<file path="src/rtl/codec_reg_pkg.sv">
package codec_reg_pkg;
    localparam int NREG    = 32;
    localparam int RIDX_W  = $clog2(NREG);
    localparam int R_FMT   = 8;
    localparam int R_CFG   = 9;
    localparam int R_PIN   = 10;
    localparam int R_ERR   = 11;
    localparam int R_MODE  = 12;
    localparam int R_CNTHI = 14;
    localparam int R_CNTLO = 15;
    localparam int R_RSVA  = 22;
    localparam int R_ALTST = 24;
    localparam int R_RSVB  = 27;
    localparam int R_RSVC  = 29;
    localparam logic [7:0] IDX_RESET = 8'h40;

    typedef enum logic [1:0] {
        P_INDEX = 2'd0,
        P_DATA  = 2'd1,
        P_STAT  = 2'd2,
        P_PIO   = 2'd3
    } port_e;

    typedef enum logic {
        CAL_IDLE  = 1'b0,
        CAL_ARMED = 1'b1
    } cal_state_e;

    function automatic logic [7:0] reg_reset(input int i);
        if ((i >= 2 && i <= 5) || i == 18 || i == 19) return 8'h88;
        if (i == 6 || i == 7) return 8'h80;
        if (i == R_CFG) return 8'h08;
        if (i == R_MODE) return 8'h8A;
        if (i == 25 || i == 26) return 8'hA0;
        return 8'h00;
    endfunction
endpackage

</file>
<file path="src/rtl/cr_index_port.sv">
module cr_index_port
    import codec_reg_pkg::*;
(
    input  logic       clk,
    input  logic       rst_n,
    input  logic       wr_en,
    input  logic [7:0] wdata,
    output logic [7:0] idx_q,
    output logic       mce,
    output logic       mce_rise
);
    always_ff @(posedge clk) begin
        if (!rst_n)
            idx_q <= IDX_RESET;
        else if (wr_en)
            idx_q <= {1'b0, wdata[6:0]};
    end

    assign mce      = idx_q[6];
    assign mce_rise = wr_en && !idx_q[6] && wdata[6];
endmodule

</file>
<file path="src/rtl/cr_autocal.sv">
module cr_autocal
    import codec_reg_pkg::*;
#(
    parameter int CAL_READS = 1
) (
    input  logic clk,
    input  logic rst_n,
    input  logic arm,
    input  logic rd_err,
    output logic busy
);
    localparam int CNT_W = $clog2(CAL_READS + 1);

    cal_state_e       state_q, state_d;
    logic [CNT_W-1:0] cnt_q, cnt_d;

    always_ff @(posedge clk) begin
        if (!rst_n) begin
            state_q <= CAL_IDLE;
            cnt_q   <= '0;
        end else begin
            state_q <= state_d;
            cnt_q   <= cnt_d;
        end
    end

    always_comb begin
        state_d = state_q;
        cnt_d   = cnt_q;
        unique case (state_q)
            CAL_IDLE: begin
                if (arm) begin
                    state_d = CAL_ARMED;
                    cnt_d   = CNT_W'(CAL_READS);
                end
            end
            CAL_ARMED: begin
                if (arm) begin
                    cnt_d = CNT_W'(CAL_READS);
                end else if (rd_err) begin
                    cnt_d = cnt_q - 1'b1;
                    if (cnt_q == CNT_W'(1))
                        state_d = CAL_IDLE;
                end
            end
            default: state_d = CAL_IDLE;
        endcase
    end

    assign busy = (state_q == CAL_ARMED);
endmodule

</file>
<file path="src/rtl/cr_indirect_file.sv">
module cr_indirect_file
    import codec_reg_pkg::*;
(
    input  logic                       clk,
    input  logic                       rst_n,
    input  logic                       wr_en,
    input  logic [RIDX_W-1:0]          idx,
    input  logic [7:0]                 wdata,
    input  logic                       mce,
    input  logic                       stat_clr,
    input  logic                       pi_set,
    output logic [NREG-1:0][7:0]       regs_o,
    output logic                       int_clr
);
    logic [7:0] cur;
    logic [7:0] wr_val;
    logic       wr_ok;

    assign cur = regs_o[idx];

    always_comb begin
        wr_val = wdata;
        wr_ok  = 1'b1;
        case (int'(idx))
            R_FMT: begin
                if (mce)
                    wr_val = wdata;
                else if (regs_o[R_ALTST][4])
                    wr_val = {wdata[7:4], cur[3:0]};
                else
                    wr_ok = 1'b0;
            end
            R_CFG:  wr_val = wdata & 8'hDF;
            R_MODE: wr_val = {cur[7], wdata[6], cur[5:0]};
            R_ERR, R_RSVA, R_RSVB, R_RSVC: wr_ok = 1'b0;
            default: wr_val = wdata;
        endcase
    end

    assign int_clr = wr_en && (int'(idx) == R_ALTST) && regs_o[R_ALTST][4] && !wdata[4];

    for (genvar i = 0; i < NREG; i++) begin : g_reg
        logic [7:0] q;
        logic       hit;
        assign hit = wr_en && wr_ok && (int'(idx) == i);

        if (i == R_ALTST) begin : g_alt
            logic [7:0] base;
            always_comb begin
                if (hit)
                    base = wr_val;
                else if (stat_clr)
                    base = q & 8'h8F;
                else
                    base = q;
                if (pi_set)
                    base = base | 8'h10;
            end
            always_ff @(posedge clk) begin
                if (!rst_n) q <= reg_reset(i);
                else        q <= base;
            end
        end else begin : g_plain
            always_ff @(posedge clk) begin
                if (!rst_n)   q <= reg_reset(i);
                else if (hit) q <= wr_val;
            end
        end

        assign regs_o[i] = q;
    end
endmodule

</file>
<file path="src/rtl/codec_ctl_regs.sv">
module codec_ctl_regs
    import codec_reg_pkg::*;
#(
    parameter int CAL_READS = 1
) (
    input  logic        clk,
    input  logic        rst_n,
    input  logic        host_wr,
    input  logic        host_rd,
    input  logic [1:0]  host_addr,
    input  logic [7:0]  host_wdata,
    output logic [7:0]  host_rdata,
    input  logic        pb_int_set,
    output logic        int_o,
    output logic        play_en,
    output logic        play_irq_en,
    output logic [7:0]  play_fmt,
    output logic [15:0] play_count
);
    logic [7:0]            idx_q;
    logic                  mce, mce_rise;
    logic [NREG-1:0][7:0]  regs;
    logic [RIDX_W-1:0]     idx;
    logic                  int_clr, cal_busy, stat_clr, int_q;
    logic                  wr_idx, wr_dat, rd_err;

    assign wr_idx   = host_wr && (host_addr == P_INDEX);
    assign wr_dat   = host_wr && (host_addr == P_DATA);
    assign stat_clr = host_wr && (host_addr == P_STAT);
    assign idx      = regs[R_MODE][6] ? idx_q[RIDX_W-1:0]
                                      : {1'b0, idx_q[RIDX_W-2:0]};
    assign rd_err   = host_rd && (host_addr == P_DATA) && (int'(idx) == R_ERR);

    cr_index_port u_idx (
        .clk(clk), .rst_n(rst_n), .wr_en(wr_idx), .wdata(host_wdata),
        .idx_q(idx_q), .mce(mce), .mce_rise(mce_rise)
    );

    cr_autocal #(.CAL_READS(CAL_READS)) u_cal (
        .clk(clk), .rst_n(rst_n),
        .arm(mce_rise && (regs[R_CFG][4:3] != 2'b00)),
        .rd_err(rd_err), .busy(cal_busy)
    );

    cr_indirect_file u_file (
        .clk(clk), .rst_n(rst_n), .wr_en(wr_dat), .idx(idx),
        .wdata(host_wdata), .mce(mce), .stat_clr(stat_clr),
        .pi_set(pb_int_set), .regs_o(regs), .int_clr(int_clr)
    );

    always_ff @(posedge clk) begin
        if (!rst_n)
            int_q <= 1'b0;
        else if (pb_int_set)
            int_q <= 1'b1;
        else if (stat_clr || int_clr)
            int_q <= 1'b0;
    end

    always_ff @(posedge clk) begin
        if (!rst_n)
            host_rdata <= 8'h00;
        else if (host_rd) begin
            unique case (host_addr)
                P_INDEX: host_rdata <= idx_q & 8'h7F;
                P_DATA:  host_rdata <= rd_err ? (regs[R_ERR] | {2'b00, cal_busy, 5'b0})
                                              : regs[idx];
                P_STAT:  host_rdata <= {7'b0, int_q};
                P_PIO:   host_rdata <= 8'h00;
                default: host_rdata <= 8'h00;
            endcase
        end
    end

    assign int_o       = int_q;
    assign play_en     = regs[R_CFG][0];
    assign play_irq_en = regs[R_PIN][1];
    assign play_fmt    = regs[R_FMT];
    assign play_count  = {regs[R_CNTHI], regs[R_CNTLO]};
endmodule

</file>
<file path="config.mk">
export PLATFORM = sky130hd
export DESIGN_NAME = codec_ctl_regs
export DESIGN_NICKNAME = d
export VERILOG_FILES = /design/src/rtl/codec_reg_pkg.sv /design/src/rtl/cr_index_port.sv /design/src/rtl/cr_autocal.sv /design/src/rtl/cr_indirect_file.sv /design/src/rtl/codec_ctl_regs.sv
export SDC_FILE = /design/constraint.sdc
export NUM_CORES = 1
export LEC_CHECK = 0
export BUFFER_PORTS_ARGS = -buffer_cell sky130_fd_sc_hd__buf_2
export CORE_MARGIN = 2
export CORE_UTILIZATION = 40
export DETAILED_ROUTE_END_ITERATION = 8
export PLACE_DENSITY = 0.55
export SKIP_LAST_GASP = 1
export SYNTH_ARGS = -nofsm -noshare
export SYNTH_HDL_FRONTEND = slang
export SYNTH_HIERARCHICAL = 1
export SYNTH_SLANG_ARGS = --single-unit
</file>
<file path="constraint.sdc">
create_clock -name clk -period 5.1 [get_ports clk]
set_input_delay 1.02 -clock clk [delete_from_list [all_inputs] [get_ports clk]]
set_output_delay 1.02 -clock clk [all_outputs]
set_load 0.01 [all_outputs]
</file>
==> flow_summary.toml <==
[setup_path]
worstPathMaxFanout = 19
crit_path_end_kind = "flop"
critical_path.cell_chain = "nand2_1, clkinv_1, buf_4, or4b_1, nor3_4, mux2i_1, nor2_1"
critical-path-slowest-cell = "sky130_fd_sc_hd__or4b_1"
critPathLaunchType = "flop"
reg2reg_to = "u_file/g_reg[8].q[6]"
arr_time_crit_path_ns = 3.76
critical-path-max-stage-delay_ns = 0.75
worst_r2r_path_depth = 7
timing.setup.critical_path_class = "flop to flop"
regToRegStartpoint = "u_file/g_reg[12].q[6]"
crit_required_ns = 5.52
rrSetupSlack_ns = 1.76

[global_routing]
grt_first_pass_wirelength_microns = 55700
grt_overflow = 0
vias_in_the_first_global_route = 8697
grt_max_degree = 93
groute.usage.overall_pct = 23.4
antenna_violations_before_repair = 0

[clock_tree]
post_cts_resized = 0
cts_buffers = 29
clock_insertion_delay_worst_skew_ns = 0.56
cts_tree = "done"
cts.clk_slew.worst_paths_ns = 0.06
clock_path_buffers = 3
cts.hold.buffers_added = 0
post-cts-setup-buffers = 0
clock_net_sink_count = 274
clock_tree.htree_level_count = 1
cts_root_cell = "sky130_fd_sc_hd__clkbuf_16"

[sta]
worstMarginPinSlew_ns = 1.19
final-hold-violation-count = 0
hold_slack_ns = 0.450
timing.final.crit_share_pct = 65.4
max_freq_mhz = 300
count_of_pins_over_their_slew_limit = 0
fin_tns_setup_ns = 0
fin_skew_ns = 0.0260
max_slew_margin_pct = 19.2
finalSetupViolCount = 0
period_minus_slack_ns = 3.34
final_critical_path_setup_slack_ns = 1.76
rsz0062_at_grt = "false"

[synth]
syn_nets = 1233
syn-instance-count = 1218
yosysWarningCount = 6
syn_avg_cell_area_sq_um = 9.76
mappedNetlistArea_sq_um = 11900

[detailed_routing]
drt_iter0_markers = 1026
dr_total_vias = 9407
viasPerCell = 5.84
drc = 0
postRouteWirelength_microns = 36700
met3RoutedLength_microns = 2360
drtPass1Iterations = 5
antenna_violating_nets_post_route = 0
avgRoutedWirePerCell_microns = 22.7
routedLengthMet1_microns = 16700
met2_length_microns = 16300
topRoutingLayerUsed = "met4"

[floorplan]
dieHeight_microns = 176
site_row_count = 63
dieArea_sq_um = 31100
starting_utilization_of_the_core_area_pct = 40.3
core_area_sq_um = 29500
io-pin-count = 50
die_w_microns = 176

[final_layout]
finalNetCount = 1219
areaGrowthSynthToFinish_pct = 11.4
num_antenna_cells = 0
fillCellCount = 2806
drive_above_1_share_pct = 14.6

[hold_path]
worst_hold_startpoint = "u_file/g_reg[9].q[5]"
min_path_cells = 2
hold_end = "u_file/g_reg[9].q[5]"
min_path_type = "flop to flop"

[power]
power_density_relative_to_cell_area_nw_per_um2 = 340
p_leak_nw = 4.43
ir_worst_vdd_mv = 0.262

[placed_design]
buffer_ports.inserted = 49
placement.setup.worst_slack_ns = 1.46
routabilityCongestion = 0.849
dp_hpwl_microns = 23800

[status]
status = "complete, no violations"

[job]
max_cap_viol_count = 0
per-stage QoR:
stage          power (W)  utilization [%]  cell area, sq um  instances
2_1_floorplan    0.00237                -             11900       1218
3_3_place_gp     0.00246             41.7             12300       1563
3_5_place_dp     0.00246             41.7             12300       1563
4_1_cts          0.00455             44.9             13200       1612
5_1_grt          0.00464             44.9             13200       1612
6_report         0.00451             44.9             13200       1612
power breakdown:
group	leakage, nW	switching [W]	internal [W]	total [W]
registers	2.21	0.0000179	0.00215	0.00217
clock network	0.460	0.000849	0.00124	0.00209
logic	1.76	0.000178	0.0000743	0.000252
total	4.43	0.00104	0.00346	0.00451
final cells by class:
type / instances / area, sq um / share of cell area [%]
clock buffers: 43 / 848 / 6.41
inverters: 7 / 28.8 / 0.217
repair buffers: 72 / 445 / 3.36
flip-flops and latches: 274 / 5490 / 41.5
well taps: 390 / 488 / 3.69
multi-input cells: 820 / 5850 / 44.2
clock inverters: 6 / 83.8 / 0.633
state kept, by name, summed over array words and instances, names as in the netlist:
name / flops
u_file/g.q: 256
host_rdata: 8
u_idx/idx_q: 7
int_o: 1
u_cal/busy: 1
u_cal/cnt_q: 1
cell usage in the layout (no fill, tap or decap), types with 5 or more instances in the layout:
cell type and count:
sky130_fd_sc_hd__dfxtp_1 272, sky130_fd_sc_hd__nor2_1 137, sky130_fd_sc_hd__mux2i_1 103, sky130_fd_sc_hd__a21oi_1 89
sky130_fd_sc_hd__a211oi_1 81, sky130_fd_sc_hd__o21ai_0 78, sky130_fd_sc_hd__buf_2 48, sky130_fd_sc_hd__nand3_1 42
sky130_fd_sc_hd__mux4_2 41, sky130_fd_sc_hd__nand2_1 40, sky130_fd_sc_hd__and2_1 38, sky130_fd_sc_hd__clkbuf_16 29
sky130_fd_sc_hd__a22oi_1 26, sky130_fd_sc_hd__buf_4 22, sky130_fd_sc_hd__nor2b_1 18, sky130_fd_sc_hd__a31oi_1 18
sky130_fd_sc_hd__nor3_1 13, sky130_fd_sc_hd__nand2b_1 9, sky130_fd_sc_hd__o2111ai_1 7, sky130_fd_sc_hd__clkbuf_1 7
sky130_fd_sc_hd__clkbuf_8 7, sky130_fd_sc_hd__o311ai_0 7, sky130_fd_sc_hd__o2111a_1 5
worst max path at each step:
| stage | cells past startpoint | end | start |
|---|---|---|---|
| after floorplan | 9 | u_file/g_reg[8].q[5] | host_addr[0] |
| after global placement | 7 | u_file/g_reg[26].q[5] | host_addr[0] |
| after detailed placement | 7 | u_file/g_reg[8].q[6] | host_addr[0] |
| after CTS | 7 | u_file/g_reg[8].q[6] | u_file/g_reg[12].q[6] |
| after global routing | 7 | u_file/g_reg[8].q[6] | u_file/g_reg[12].q[6] |
| final | 7 | u_file/g_reg[8].q[6] | u_file/g_reg[12].q[6] |
per-layer routing:
layer | GRT usage (%) | up-vias
met1 | 33.5 | 4574
met2 | 35.8 | 332
met4 | 8.47 | 0
li1 | - | 4433
met3 | 3.21 | 68
met5 | 0 | -
worst max-delay path, delay by kind of cell (launching register included):
family                 cells  cell delay (ns)
AND/OR/NAND/NOR            4             1.53
multiplexers               1             0.25
buffers and inverters      2             1.05
flip-flops                 1             0.36
Note: power is estimated with default switching activity, not from simulation.
